File: src/rtl/sbe_pkg.sv
package sbe_pkg;

    localparam logic [7:0] CODE_START   = 8'h08;
    localparam logic [7:0] CODE_RSTART  = 8'h10;
    localparam logic [7:0] CODE_AW_ACK  = 8'h18;
    localparam logic [7:0] CODE_AW_NACK = 8'h20;
    localparam logic [7:0] CODE_TX_ACK  = 8'h28;
    localparam logic [7:0] CODE_TX_NACK = 8'h30;
    localparam logic [7:0] CODE_AR_ACK  = 8'h40;
    localparam logic [7:0] CODE_AR_NACK = 8'h48;
    localparam logic [7:0] CODE_RX_ACK  = 8'h50;
    localparam logic [7:0] CODE_RX_NACK = 8'h58;
    localparam logic [7:0] CODE_IDLE    = 8'hF8;

    typedef enum logic [2:0] {
        S_IDLE,
        S_START,
        S_BIT,
        S_ACK,
        S_STOP,
        S_HOLD
    } eng_state_t;

    typedef enum logic [1:0] {
        CX_ADDR,
        CX_TX,
        CX_RX
    } byte_ctx_t;

endpackage

File: src/rtl/sbe_qtick.sv
module sbe_qtick #(
    parameter int DIV_W = 16
) (
    input  logic             clk,
    input  logic             rst_n,
    input  logic [DIV_W-1:0] div,
    output logic             tick
);
    logic [DIV_W-1:0] cnt;

    assign tick = (cnt >= div);

    always_ff @(posedge clk or negedge rst_n) begin
        if (!rst_n) begin
            cnt <= '0;
        end else if (tick) begin
            cnt <= '0;
        end else begin
            cnt <= cnt + 1'b1;
        end
    end
endmodule

File: src/rtl/sbe_shreg.sv
module sbe_shreg #(
    parameter int W = 8
) (
    input  logic         clk,
    input  logic         rst_n,
    input  logic         load,
    input  logic [W-1:0] ld_val,
    input  logic         shift,
    input  logic         sin,
    output logic [W-1:0] q
);
    always_ff @(posedge clk or negedge rst_n) begin
        if (!rst_n) begin
            q <= '1;
        end else if (load) begin
            q <= ld_val;
        end else if (shift) begin
            q <= {q[W-2:0], sin};
        end
    end
endmodule

File: src/rtl/sbe_master.sv
module sbe_master
    import sbe_pkg::*;
#(
    parameter int DIV_W  = 16,
    parameter int BYTE_W = 8
) (
    input  logic              clk,
    input  logic              rst_n,
    input  logic              ctl_start,
    input  logic              ctl_stop,
    input  logic              ctl_ack_en,
    input  logic              flag_clr,
    input  logic              dat_wr,
    input  logic [BYTE_W-1:0] dat_wdata,
    input  logic [DIV_W-1:0]  clk_div,
    input  logic              sda_in,
    output logic              int_flag,
    output logic [7:0]        status,
    output logic [BYTE_W-1:0] dat_rdata,
    output logic              scl_oe,
    output logic              sda_oe
);
    localparam int CNT_W = $clog2(BYTE_W);
    localparam logic [CNT_W-1:0] LAST_BIT = CNT_W'(BYTE_W - 1);

    eng_state_t        state;
    byte_ctx_t         ctx;
    logic [1:0]        qc;
    logic [CNT_W-1:0]  bitcnt;
    logic              owned;
    logic              restart;
    logic              pend_start;
    logic              rd_dir;
    logic              ack_seen;
    logic              ack_give;
    logic              samp;
    logic [BYTE_W-1:0] dat;
    logic              tick;
    logic [BYTE_W-1:0] sh_q;
    logic              sh_load;
    logic              sh_shift;
    logic [BYTE_W-1:0] sh_ld_val;
    logic [7:0]        ack_code;
    byte_ctx_t         ctx_after;
    logic              go_byte;
    logic              scl_low;
    logic              sda_low;

    sbe_qtick #(.DIV_W(DIV_W)) u_tick (
        .clk  (clk),
        .rst_n(rst_n),
        .div  (clk_div),
        .tick (tick)
    );

    assign go_byte   = (state == S_HOLD) && flag_clr && !ctl_stop && !ctl_start;
    assign sh_load   = go_byte;
    assign sh_ld_val = (ctx == CX_RX) ? '1 : dat;
    assign sh_shift  = (state == S_BIT) && tick && (qc == 2'd3);

    sbe_shreg #(.W(BYTE_W)) u_shreg (
        .clk   (clk),
        .rst_n (rst_n),
        .load  (sh_load),
        .ld_val(sh_ld_val),
        .shift (sh_shift),
        .sin   (samp),
        .q     (sh_q)
    );

    // status produced at the end of the ninth bit, and the context that follows
    always_comb begin
        ack_code  = CODE_IDLE;
        ctx_after = ctx;
        unique case (ctx)
            CX_ADDR: begin
                if (rd_dir) begin
                    ack_code  = ack_seen ? CODE_AR_ACK : CODE_AR_NACK;
                    ctx_after = CX_RX;
                end else begin
                    ack_code  = ack_seen ? CODE_AW_ACK : CODE_AW_NACK;
                    ctx_after = CX_TX;
                end
            end
            CX_TX:   ack_code = ack_seen ? CODE_TX_ACK : CODE_TX_NACK;
            CX_RX:   ack_code = ack_give ? CODE_RX_ACK : CODE_RX_NACK;
            default: ctx_after = CX_ADDR;
        endcase
    end

    // state register and sequencing
    always_ff @(posedge clk or negedge rst_n) begin
        if (!rst_n) begin
            state      <= S_IDLE;
            ctx        <= CX_ADDR;
            qc         <= 2'd0;
            bitcnt     <= '0;
            owned      <= 1'b0;
            restart    <= 1'b0;
            pend_start <= 1'b0;
            rd_dir     <= 1'b0;
            ack_seen   <= 1'b0;
            ack_give   <= 1'b0;
            samp       <= 1'b1;
            dat        <= '0;
            int_flag   <= 1'b0;
            status     <= CODE_IDLE;
        end else begin
            if (dat_wr) begin
                dat <= dat_wdata;
            end
            unique case (state)
                S_IDLE: begin
                    qc <= 2'd0;
                    if (ctl_start) begin
                        state   <= S_START;
                        restart <= 1'b0;
                    end
                end
                S_START: begin
                    if (tick) begin
                        qc <= qc + 2'd1;
                        if (qc == 2'd3) begin
                            state    <= S_HOLD;
                            owned    <= 1'b1;
                            ctx      <= CX_ADDR;
                            int_flag <= 1'b1;
                            status   <= restart ? CODE_RSTART : CODE_START;
                        end
                    end
                end
                S_BIT: begin
                    if (tick) begin
                        qc <= qc + 2'd1;
                        if (qc == 2'd2) begin
                            samp <= sda_in;
                        end
                        if (qc == 2'd3) begin
                            if (bitcnt == LAST_BIT) begin
                                state  <= S_ACK;
                                bitcnt <= '0;
                            end else begin
                                bitcnt <= bitcnt + 1'b1;
                            end
                        end
                    end
                end
                S_ACK: begin
                    if (tick) begin
                        qc <= qc + 2'd1;
                        if (qc == 2'd2) begin
                            ack_seen <= !sda_in;
                        end
                        if (qc == 2'd3) begin
                            state    <= S_HOLD;
                            int_flag <= 1'b1;
                            status   <= ack_code;
                            ctx      <= ctx_after;
                            if (ctx == CX_RX) begin
                                dat <= sh_q;
                            end
                        end
                    end
                end
                S_STOP: begin
                    if (tick) begin
                        qc <= qc + 2'd1;
                        if (qc == 2'd3) begin
                            owned <= 1'b0;
                            if (pend_start) begin
                                state      <= S_START;
                                restart    <= 1'b0;
                                pend_start <= 1'b0;
                            end else begin
                                state <= S_IDLE;
                            end
                        end
                    end
                end
                S_HOLD: begin
                    qc <= 2'd0;
                    if (flag_clr) begin
                        int_flag <= 1'b0;
                        status   <= CODE_IDLE;
                        if (ctl_stop) begin
                            state      <= S_STOP;
                            pend_start <= ctl_start;
                        end else if (ctl_start) begin
                            state   <= S_START;
                            restart <= 1'b1;
                        end else begin
                            state    <= S_BIT;
                            bitcnt   <= '0;
                            ack_give <= ctl_ack_en;
                            if (ctx == CX_ADDR) begin
                                rd_dir <= dat[0];
                            end
                        end
                    end
                end
                default: begin
                    state    <= S_STOP;
                    qc       <= 2'd0;
                    int_flag <= 1'b0;
                    status   <= CODE_IDLE;
                end
            endcase
        end
    end

    // bus line drive per state and quarter
    always_comb begin
        scl_low = 1'b0;
        sda_low = 1'b0;
        unique case (state)
            S_IDLE: begin
                scl_low = 1'b0;
                sda_low = 1'b0;
            end
            S_START: begin
                unique case (qc)
                    2'd0: scl_low = owned;
                    2'd1: scl_low = 1'b0;
                    2'd2: sda_low = 1'b1;
                    2'd3: begin
                        scl_low = 1'b1;
                        sda_low = 1'b1;
                    end
                    default: scl_low = 1'b0;
                endcase
            end
            S_BIT: begin
                scl_low = (qc == 2'd0) || (qc == 2'd3);
                sda_low = (ctx != CX_RX) && !sh_q[BYTE_W-1];
            end
            S_ACK: begin
                scl_low = (qc == 2'd0) || (qc == 2'd3);
                sda_low = (ctx == CX_RX) && ack_give;
            end
            S_STOP: begin
                scl_low = (qc == 2'd0);
                sda_low = (qc == 2'd0) || (qc == 2'd1);
            end
            S_HOLD: begin
                scl_low = 1'b1;
                sda_low = 1'b0;
            end
            default: begin
                scl_low = 1'b1;
                sda_low = 1'b1;
            end
        endcase
    end

    assign scl_oe    = scl_low;
    assign sda_oe    = sda_low;
    assign dat_rdata = dat;

    AST_IDLE_CODE: assert property (@(posedge clk) disable iff (!rst_n)
        !int_flag |-> (status == CODE_IDLE));
    AST_HOLD_SCL_LOW: assert property (@(posedge clk) disable iff (!rst_n)
        int_flag |-> scl_oe);
    AST_FLAG_STALL: assert property (@(posedge clk) disable iff (!rst_n)
        (int_flag && !flag_clr) |=> int_flag);
    AST_START_CODE: assert property (@(posedge clk) disable iff (!rst_n)
        ($past(state) == S_START && state == S_HOLD) |-> (status == CODE_START || status == CODE_RSTART));
    AST_SDA_STABLE: assert property (@(posedge clk) disable iff (!rst_n)
        ((state == S_BIT || state == S_ACK) && $past(state) == state && !scl_oe && !$past(scl_oe))
            |-> $stable(sda_oe));
    AST_IDLE_RELEASED: assert property (@(posedge clk) disable iff (!rst_n)
        (state == S_IDLE) |-> (!scl_oe && !sda_oe));
endmodule

File: config.mk
export PLATFORM = sky130hd
export DESIGN_NAME = sbe_master
export DESIGN_NICKNAME = d
export VERILOG_FILES = /design/src/rtl/sbe_pkg.sv /design/src/rtl/sbe_qtick.sv /design/src/rtl/sbe_shreg.sv /design/src/rtl/sbe_master.sv
export SDC_FILE = /design/constraint.sdc
export NUM_CORES = 1
export LEC_CHECK = 0
export ABC_CLOCK_PERIOD_IN_PS = 3100
export BUFFER_PORTS_ARGS = -buffer_cell sky130_fd_sc_hd__buf_4
export CORE_MARGIN = 2
export CORE_UTILIZATION = 57
export DETAILED_ROUTE_END_ITERATION = 6
export PLACE_DENSITY = 0.8
export SYNTH_ARGS = -nofsm -noshare
export SYNTH_HDL_FRONTEND = slang
export SYNTH_SLANG_ARGS = --single-unit
File: constraint.sdc
create_clock -name clk -period 3.1 [get_ports clk]
set_input_delay 0 -clock clk [delete_from_list [all_inputs] [get_ports clk]]
set_output_delay 0 -clock clk [all_outputs]
set_load 0.01 [all_outputs]
* Yosys cells after proc, flatten, opt, wreduce, memory -nomap -nowiden
Index checks and enable logic that the tools add are counted.
W data, S select, Z words.
** Cells by class
- $add $sub $neg :: 3
- $lt $le $gt $ge :: 1
- Equal/unequal tests :: 32
- Multiplexer cells :: 73
- Bitwise gates (word level) :: 3
- Reduce and logical (&&, ||, !) cells :: 41
** Operators with widths (number)
- $mux W8 :: 13
- $mux W3 :: 16
- $ne A2 B2 Y1 const B :: 16
- $pmux W8 S4 :: 1
- $pmux W8 S3 :: 1
- $reduce_and A6 Y1 :: 3
- $add A16 B1 Y16 const B :: 1
- $ge A16 B16 Y1 :: 1
- $mux W1 :: 16
- $mux W16 :: 1
- $mux W2 :: 8
- $pmux W3 S5 :: 1
- $reduce_and A5 Y1 :: 3
- $mux W5 :: 2
- $ne A2 B1 Y1 const B :: 5
- $reduce_bool A2 Y1 :: 5
- $reduce_or A2 Y1 :: 5
- $eq A3 B3 Y1 const B :: 3
- $reduce_and A9 Y1 :: 1
- $mux W4 :: 2
- $pmux W2 S2 :: 2
- $reduce_and A4 Y1 :: 2
- $reduce_and A8 Y1 :: 1
- $logic_and A1 B1 Y1 :: 7
- 22 further kinds :: 37
** Word-level totals
- Register bits :: 58
- Input port bits :: 32
- Logic and storage cells :: 169

* Longest topological paths before layout
Gate-level depths: netlist (run 1).
- Depth in word-level cells :: 6
- Gate-level depth with buffers :: 10

* Hierarchy
A second synthesis (run 1) with hierarchy kept.
** Unflattened totals
- Cell total of the unflattened synthesis :: 367
- Area, all modules :: 3578.4 um^2
** By module, submodules not included
- sbe_master :: instances 1, cells an instance 203, area an instance 1931.9 um^2
- sbe_qtick :: instances 1, cells an instance 130, area an instance 1263.7 um^2
- sbe_shreg :: instances 1, cells an instance 34, area an instance 382.9 um^2

* Worst setup path after synthesis (run 1)
Ideal clock, no wire load.
- Path type :: register to register
- Start :: register u_tick.cnt[6]
- End :: register dat[0] (netlist: dat_rdata[0])
- Setup time :: 0.125 ns
- Arrival time :: 2.578 ns
- Slack :: 0.397 ns
- Cell stages (with the launch flop) :: 9
- Path buffers :: 1
- Clock period less this slack :: 2.703 ns
- Cell sequence :: dfrtp_1 > ha_1 > and3_1 > o2111ai_1 > or4_1 > a31o_1 > buf_6 > nor4_4 > mux2_2
** Between the ends
- Word-level cells in the longest chain between the ends :: 3
** Ends and longest elaborated chain
- from (decl) :: line sbe_qtick.sv:9 : logic [DIV_W-1:0] cnt;
- from (signal assigned) :: line sbe_qtick.sv:19 : cnt <= cnt + 1'b1;
- $ge A16 B16 Y1 :: line sbe_qtick.sv:11 : assign tick = (cnt >= div);
- $mux W8 :: line sbe_master.sv:149 : if (tick) begin
- $mux W8 :: line sbe_master.sv:112 : unique case (state)
- to (signal assigned) :: line sbe_master.sv:110 : dat <= dat_wdata;
- to (signal assigned) :: line sbe_master.sv:160 : dat <= sh_q;
- to (decl) :: line sbe_master.sv:37 : logic [BYTE_W-1:0] dat;
No other way between the ends.
A chain may end at the register's enable or synchronous reset.

* Worst setup path in the final report (run 1)
- Start :: register u_tick.cnt[6]
- End :: register bitcnt[1]
** Between the ends
- Word-level cells in the longest chain between the ends :: 3
** Ends and longest elaborated chain
- $ge A16 B16 Y1 :: line sbe_qtick.sv:11
- $ne A2 B2 Y1 (no source line)
- $reduce_and A6 Y1 (no source line)
- to (signal assigned) :: line sbe_master.sv:143 : bitcnt <= bitcnt + 1'b1;
- to (decl) :: line sbe_master.sv:29 : logic [CNT_W-1:0] bitcnt;
No other way between the ends.

==> results of run 1 <==
## critical path, cell delays in order, from the launching register on
cell       delay [ns]
dfrtp_1          0.44
ha_1             0.31
and3_1           0.18
o2111ai_1        0.14
or4_1            0.51
a31o_1           0.35
buf_4            0.22
nor2_2           0.40
mux2i_1          0.24
## layout make-up
type | count | area (µm²)
fillers | 470 | 1870
multi-input cells | 262 | 1860
flip-flops and latches | 55 | 1390
repair buffers | 54 | 413
inverters | 33 | 124
well taps | 75 | 93.8
clock buffers | 6 | 72.6
clock inverters | 2 | 60.1
## through the flow
| step | cell area (µm²) | worst slack [ns] |
|---|---|---|
| after floorplan | 3460 | 0.397 |
| after global placement | 3850 | 0.373 |
| after detailed placement | 3850 | 0.259 |
| after CTS | 4020 | 0.235 |
| after global routing | 4020 | 0.0595 |
| final | 4020 | 0.239 |
## cells in the mapped netlist, drive strengths merged, types with 3 or more instances
master / instances / area [µm²]
nor3: 12 / 60.1
dfstp: 14 / 368
clkbuf: 12 / 45.0
nand2: 24 / 90.1
xnor2: 5 / 43.8
nor2b: 3 / 18.8
mux2i: 12 / 120
ha: 29 / 363
nand4: 6 / 37.5
inv: 32 / 120
nand3: 15 / 75.1
o21a: 6 / 45.0
and4: 3 / 26.3
mux2: 18 / 203
a21oi: 6 / 30.0
and3: 5 / 31.3
nor2: 48 / 183
o21ai: 10 / 50.1
xor2: 11 / 96.3
a211o: 4 / 35.0
buf: 6 / 41.3
a211oi: 8 / 60.1
a21o: 3 / 22.5
o211ai: 4 / 30.0
dfrtp: 41 / 1030
## worst paths after layout
check                                            to               startpoint  cells after the start
max                           bitcnt[1]$_DFFE_PN0P_  u_tick.cnt[6]$_DFF_PN0_                      8
min                          dat_rdata[2]$_DFF_PN0_             dat_wdata[2]                      3
max reg2reg                   bitcnt[1]$_DFFE_PN0P_  u_tick.cnt[6]$_DFF_PN0_                      8
min reg2reg                u_shreg.q[0]$_DFFE_PN1P_         samp$_DFFE_PN1P_                      2
max in group asynchronous   u_tick.cnt[9]$_DFF_PN0_                    rst_n                      2
min in group asynchronous    dat_rdata[0]$_DFF_PN0_                    rst_n                      2
## metal layers
metal	up-vias	global-route usage	wire length, µm	part of all wire
met5	-	0	0	0
met4	0	0.0683	104	0.014
met3	12	0.0330	396	0.054
met2	77	0.398	3660	0.50
met1	1352	0.324	3220	0.44
li1	1372	-	-	-
## state kept, by name, summed over array words and instances (netlist names)
| name | flops |
|---|---|
| u_tick.cnt | 16 |
| dat_rdata | 8 |
| u_shreg.q | 8 |
| status | 5 |
| bitcnt | 3 |
| state | 3 |
| ctx | 2 |
| qc | 2 |
| ack_give | 1 |
| ack_seen | 1 |
| int_flag | 1 |
| owned | 1 |
| pend_start | 1 |
| rd_dir | 1 |
| restart | 1 |
| samp | 1 |
## power breakdown
part / switching, mW / internal [mW]
clock network: 0.234 / 0.323
logic: 0.387 / 0.315
registers: 0.194 / 0.886
## cells by family after synthesis
logic type,Yosys count,share of synthesized area
AO/OA/AOI/OAI,62,0.129
XOR/XNOR,16,0.0405
adder cells (fa/ha/maj),29,0.105
buffers and inverters,51,0.0608
flip-flops,55,0.403
multiplexers,30,0.0934
other,1,0.00109
AND/OR/NAND/NOR,122,0.167
## repair_timing
action | CTS | global route
hold buffers | 3 | 0
endpoints found under the setup margin | 0 | 4
hold endpoints to repair | 44 | 0
gates resized for setup | 0 | 1
==> results.cfg, run 1 <==
[outcome]
status = completed

[synthesis]
syn_inst = 366
syn_area_mm2 = 0.00346
syn_avg_cell_area_um2 = 9.44
ys_seq_area_frac = 0.403
ys_ff_latch = 55
yosys_warnings = 0
async_flop_share = 1.00
synth_edf_count = 0
synth_ff_type = dfrtp_1
yosys.cell_types.count = 51

[finish]
syn_to_final_growth_pct = 16.3
stdcell_count = 487
nets = 472
layout_commonest_cell = buf_4
final_cell_mix = buf_4 (51), nor2_1 (47), dfrtp_1 (41)
antennaDiodeCount = 0
drive_gt1_frac = 0.223
fin_util = 0.683

[setup_path]
path_max_fanout = 11
reg2reg_slack_ns = 0.24
critical_path_arrival_ns = 3.10
crit_path_start_kind = flip-flop
path_class = flip-flop to flip-flop
cp-end-kind = flip-flop
crit_required_ns = 3.34

[clocking]
cts_buffers = 5
cts_tree = yes
cts_max_level = 2
cts_buffer_depth = 2
clk_pin_slew_ns = 0.10
insertion_delay_ns = 0.31
cts_setup_buffers = 0
cts_root_buffer = clkbuf_8
numClockSinks = 55

[route]
first_pass_iters = 4
wl_per_cell_um = 15.2
dr_total_vias = 2813
drt_iter0_markers = 196
finalWirelength_um = 7380
drcViolationCount = 0
viasPerCell = 5.78
drtAntennaViolNets = 0

[global_route]
grt_start_max_net_pins = 56
grt.overflow.total = 0
antenna_found_initial = 0
grt_pass1_vias = 2725
grt_use_total = 0.239
grt_pass1_wl_um = 12400

[die]
io_pins = 51
die_area_mm2 = 0.00670
start_util = 0.587
die_y_um = 81.9
rows = 28
core_area_mm2 = 0.00589
dieWidth_um = 81.9

[sta]
hold_ws_ns = 0.0369
hold_viol_final = 0
worst_slew_pin_slew_ns = 0.693
slew_headroom = 0.538
fmax_mhz = 349
final_max_slew_viol_count = 0
skew_ns = 0.0120
setup_viol_count_final = 0
final.setup.tns_ns = 0
rsz0062_at_grt = false
fin_crit_ns = 2.86
period_share = 0.923

[place]
numPortBuffers = 47
routabilityCongestion = 0.834
dp.cells = 476
hpwl_um = 5240

[power_and_ir_drop]
power_leakage_nw = 1.92
power.density_mw_per_mm2 = 582
irDropWorstVdd_uv = 366
total_power_mw = 2.34

[job]
drv_cap = 0

[worst_hold_path]
worst_hold_path_type = primary input to flip-flop
No activity file was read; power rests on OpenSTA's default activity.
==> run 2: changes to the inputs <==
ABC_CLOCK_PERIOD_IN_PS = 2700   (was 3100)
clock period = 2.7 ns   (was 3.1 ns; I/O delays follow)
==> run 2 against run 1 <==
  * Combinational power up 32%
  * Die area did not move
  * Wire length up 4.1%
  * Sequential share of layout area decreased by 0.94 points
  * Critical path depth unchanged
  * Sequential power up 13%
  * Non-clock buffer count increased by 11
  * Total power up 12%
  * Sequential cell count stayed put
  * Clock-buffer cell count down 1
  * Final area up 2.8%
  * Worst hold slack gained 0.00084 ns
  * Largest cell class unchanged
==> results.cfg, run 2 (same netlist as run 1, synthesis figures left out) <==
[outcome]
status = completed

[clocking]
clk_pin_slew_ns = 0.11
cts_buffer_depth = 2
numClockSinks = 55
insertion_delay_ns = 0.31
cts_max_level = 2
cts_root_buffer = clkbuf_8
cts_buffers = 5
cts_tree = yes

[setup_path]
critPathBufInv = 1
critical_path_arrival_ns = 2.81
crit_required_ns = 2.91
r2r_cells = 8
crit_path_start_kind = flip-flop
reg2reg_slack_ns = 0.10
r2r-end = ctx[1]$_DFFE_PN0P_
slowest_delay_ns = 0.50
r2r-start = u_tick.cnt[6]$_DFF_PN0_
path_max_fanout = 9
path_delay_family = compound AO/OA/AOI/OAI gates
cp-end-kind = flip-flop
cp_slowest_cell = or4_4
path_class = flip-flop to flip-flop
crit_chain = ha_4 > and3_4 > o2111ai_1 > or4_4 > a31o_4 > buf_4 > a211o_1 > a32o_1

[finish]
largest_reg_flops = 16
multi_input_area_mm2 = 0.00191
antennaDiodeCount = 0
fillers = 493
final_cell_mix = buf_4 (60), nor2_1 (47), dfrtp_1 (41)
fin_util = 0.702
stdcell_count = 498
layout_commonest_cell = buf_4
final_area_mm2 = 0.00413
regMostFlops = u_tick.cnt
drive_gt1_frac = 0.260
seq_area_mm2 = 0.00139
syn_to_final_growth_pct = 19.5
nets = 483

[die]
dieWidth_um = 81.9
rows = 28
start_util = 0.587
die_area_mm2 = 0.00670
die_y_um = 81.9
io_pins = 51
core_area_mm2 = 0.00589

[place]
pre_cts_slack_ns = -0.00675
numPortBuffers = 47
dp.cells = 485
dpl-instance-area_mm2 = 0.00393
hpwl_um = 5410
routabilityCongestion = 0.954

[power_and_ir_drop]
total_power_mw = 2.62
irDropWorstVdd_uv = 362
power_leakage_nw = 1.96
power.density_mw_per_mm2 = 634

[global_route]
antenna_found_initial = 0
grt_start_max_net_pins = 56
grt.overflow.total = 0
grt_pass1_vias = 2855
grt_use_total = 0.245
grt_pass1_wl_um = 12800

[sta]
worst_slew_pin_slew_ns = 0.724
period_share = 0.962
skew_ns = 0.0148
fin_ws_ns = 0.103
final_max_slew_viol_count = 0
setup_viol_count_final = 0
fmax_mhz = 385
hold_viol_final = 0
rsz0062_at_grt = false
fin_crit_ns = 2.60
slew_headroom = 0.517

[worst_hold_path]
worst_hold_path_type = primary input to flip-flop
holdPathStages = 3
hold_end = dat_rdata[2]$_DFF_PN0_
min_from = dat_wdata[2]

[job]
drv_cap = 0

[route]
first_pass_iters = 4
finalWirelength_um = 7680
dr_total_vias = 2896
wl_per_cell_um = 15.4
drcViolationCount = 0
viasPerCell = 5.82
drt_iter0_markers = 228
drtAntennaViolNets = 0
-- run 2: area by class of cell --
cell class | instances | share of cell area
inverters | 33 | 0.0300
multi-input cells | 262 | 0.464
well taps | 75 | 0.0227
flip-flops and latches | 55 | 0.338
clock buffers | 5 | 0.0167
clock inverters | 3 | 0.00545
repair buffers | 65 | 0.124
-- run 2: routing by layer --
layer | up-vias | part of all wire | global-route usage
met2 | 75 | 0.49 | 0.399
met4 | 0 | 0.012 | 0.0700
met5 | - | 0 | 0
li1 | 1396 | - | -
met1 | 1414 | 0.45 | 0.344
met3 | 11 | 0.048 | 0.0297
-- run 2: power breakdown --
group | switching, mW | internal, mW | total, mW
Clock | 0.286 | 0.187 | 0.473
Combinational | 0.506 | 0.420 | 0.926
Sequential | 0.203 | 1.02 | 1.22
Total | 0.995 | 1.62 | 2.62
-- run 2: stage by stage --
| stage | hold WS [ns] | setup TNS, ns |
|---|---|---|
| 3_5_place_dp | 0.0989 | -0.00675 |
| 4_1_cts | 0.0358 | 0 |
| 2_1_floorplan | -0.296 | -0.0240 |
| 3_3_place_gp | 0.0942 | 0 |
| 6_report | 0.0377 | 0 |
| 5_1_grt | 0.0435 | 0 |
-- run 2: worst max path at each step --
stage,start,end,slack [ns],cells past startpoint
after floorplan,u_tick.cnt[6]$_DFF_PN0_,dat_rdata[0]$_DFF_PN0_,-0.003,8
after global placement,u_tick.cnt[6]$_DFF_PN0_,dat_rdata[1]$_DFF_PN0_,0.09,8
after detailed placement,u_tick.cnt[5]$_DFF_PN0_,bitcnt[1]$_DFFE_PN0P_,-0.007,8
after CTS,u_tick.cnt[6]$_DFF_PN0_,dat_rdata[7]$_DFF_PN0_,0.007,8
after global routing,u_tick.cnt[15]$_DFF_PN0_,ctx[1]$_DFFE_PN0P_,0.02,10
final,u_tick.cnt[6]$_DFF_PN0_,ctx[1]$_DFFE_PN0P_,0.10,8
-- run 2: worst reg2reg max path: cells and delay by family (launching register included) --
family | cells | cell delay, ns
AO/OA/AOI/OAI | 4 | 0.93
adder cells (fa/ha/maj) | 1 | 0.28
AND/OR/NAND/NOR | 2 | 0.68
buffers and inverters | 1 | 0.18
flip-flops | 1 | 0.43
-- run 2: repair_timing --
| action | CTS | global route |
|---|---|---|
| buffers inserted | 0 | 2 |
| gates cloned | 0 | 0 |
| hold buffers | 3 | 0 |
| pin swaps | 0 | 1 |
| hold endpoints to repair | 44 | 0 |
| gates resized for setup | 1 | 9 |
| setup endpoints to repair | 3 | 28 |
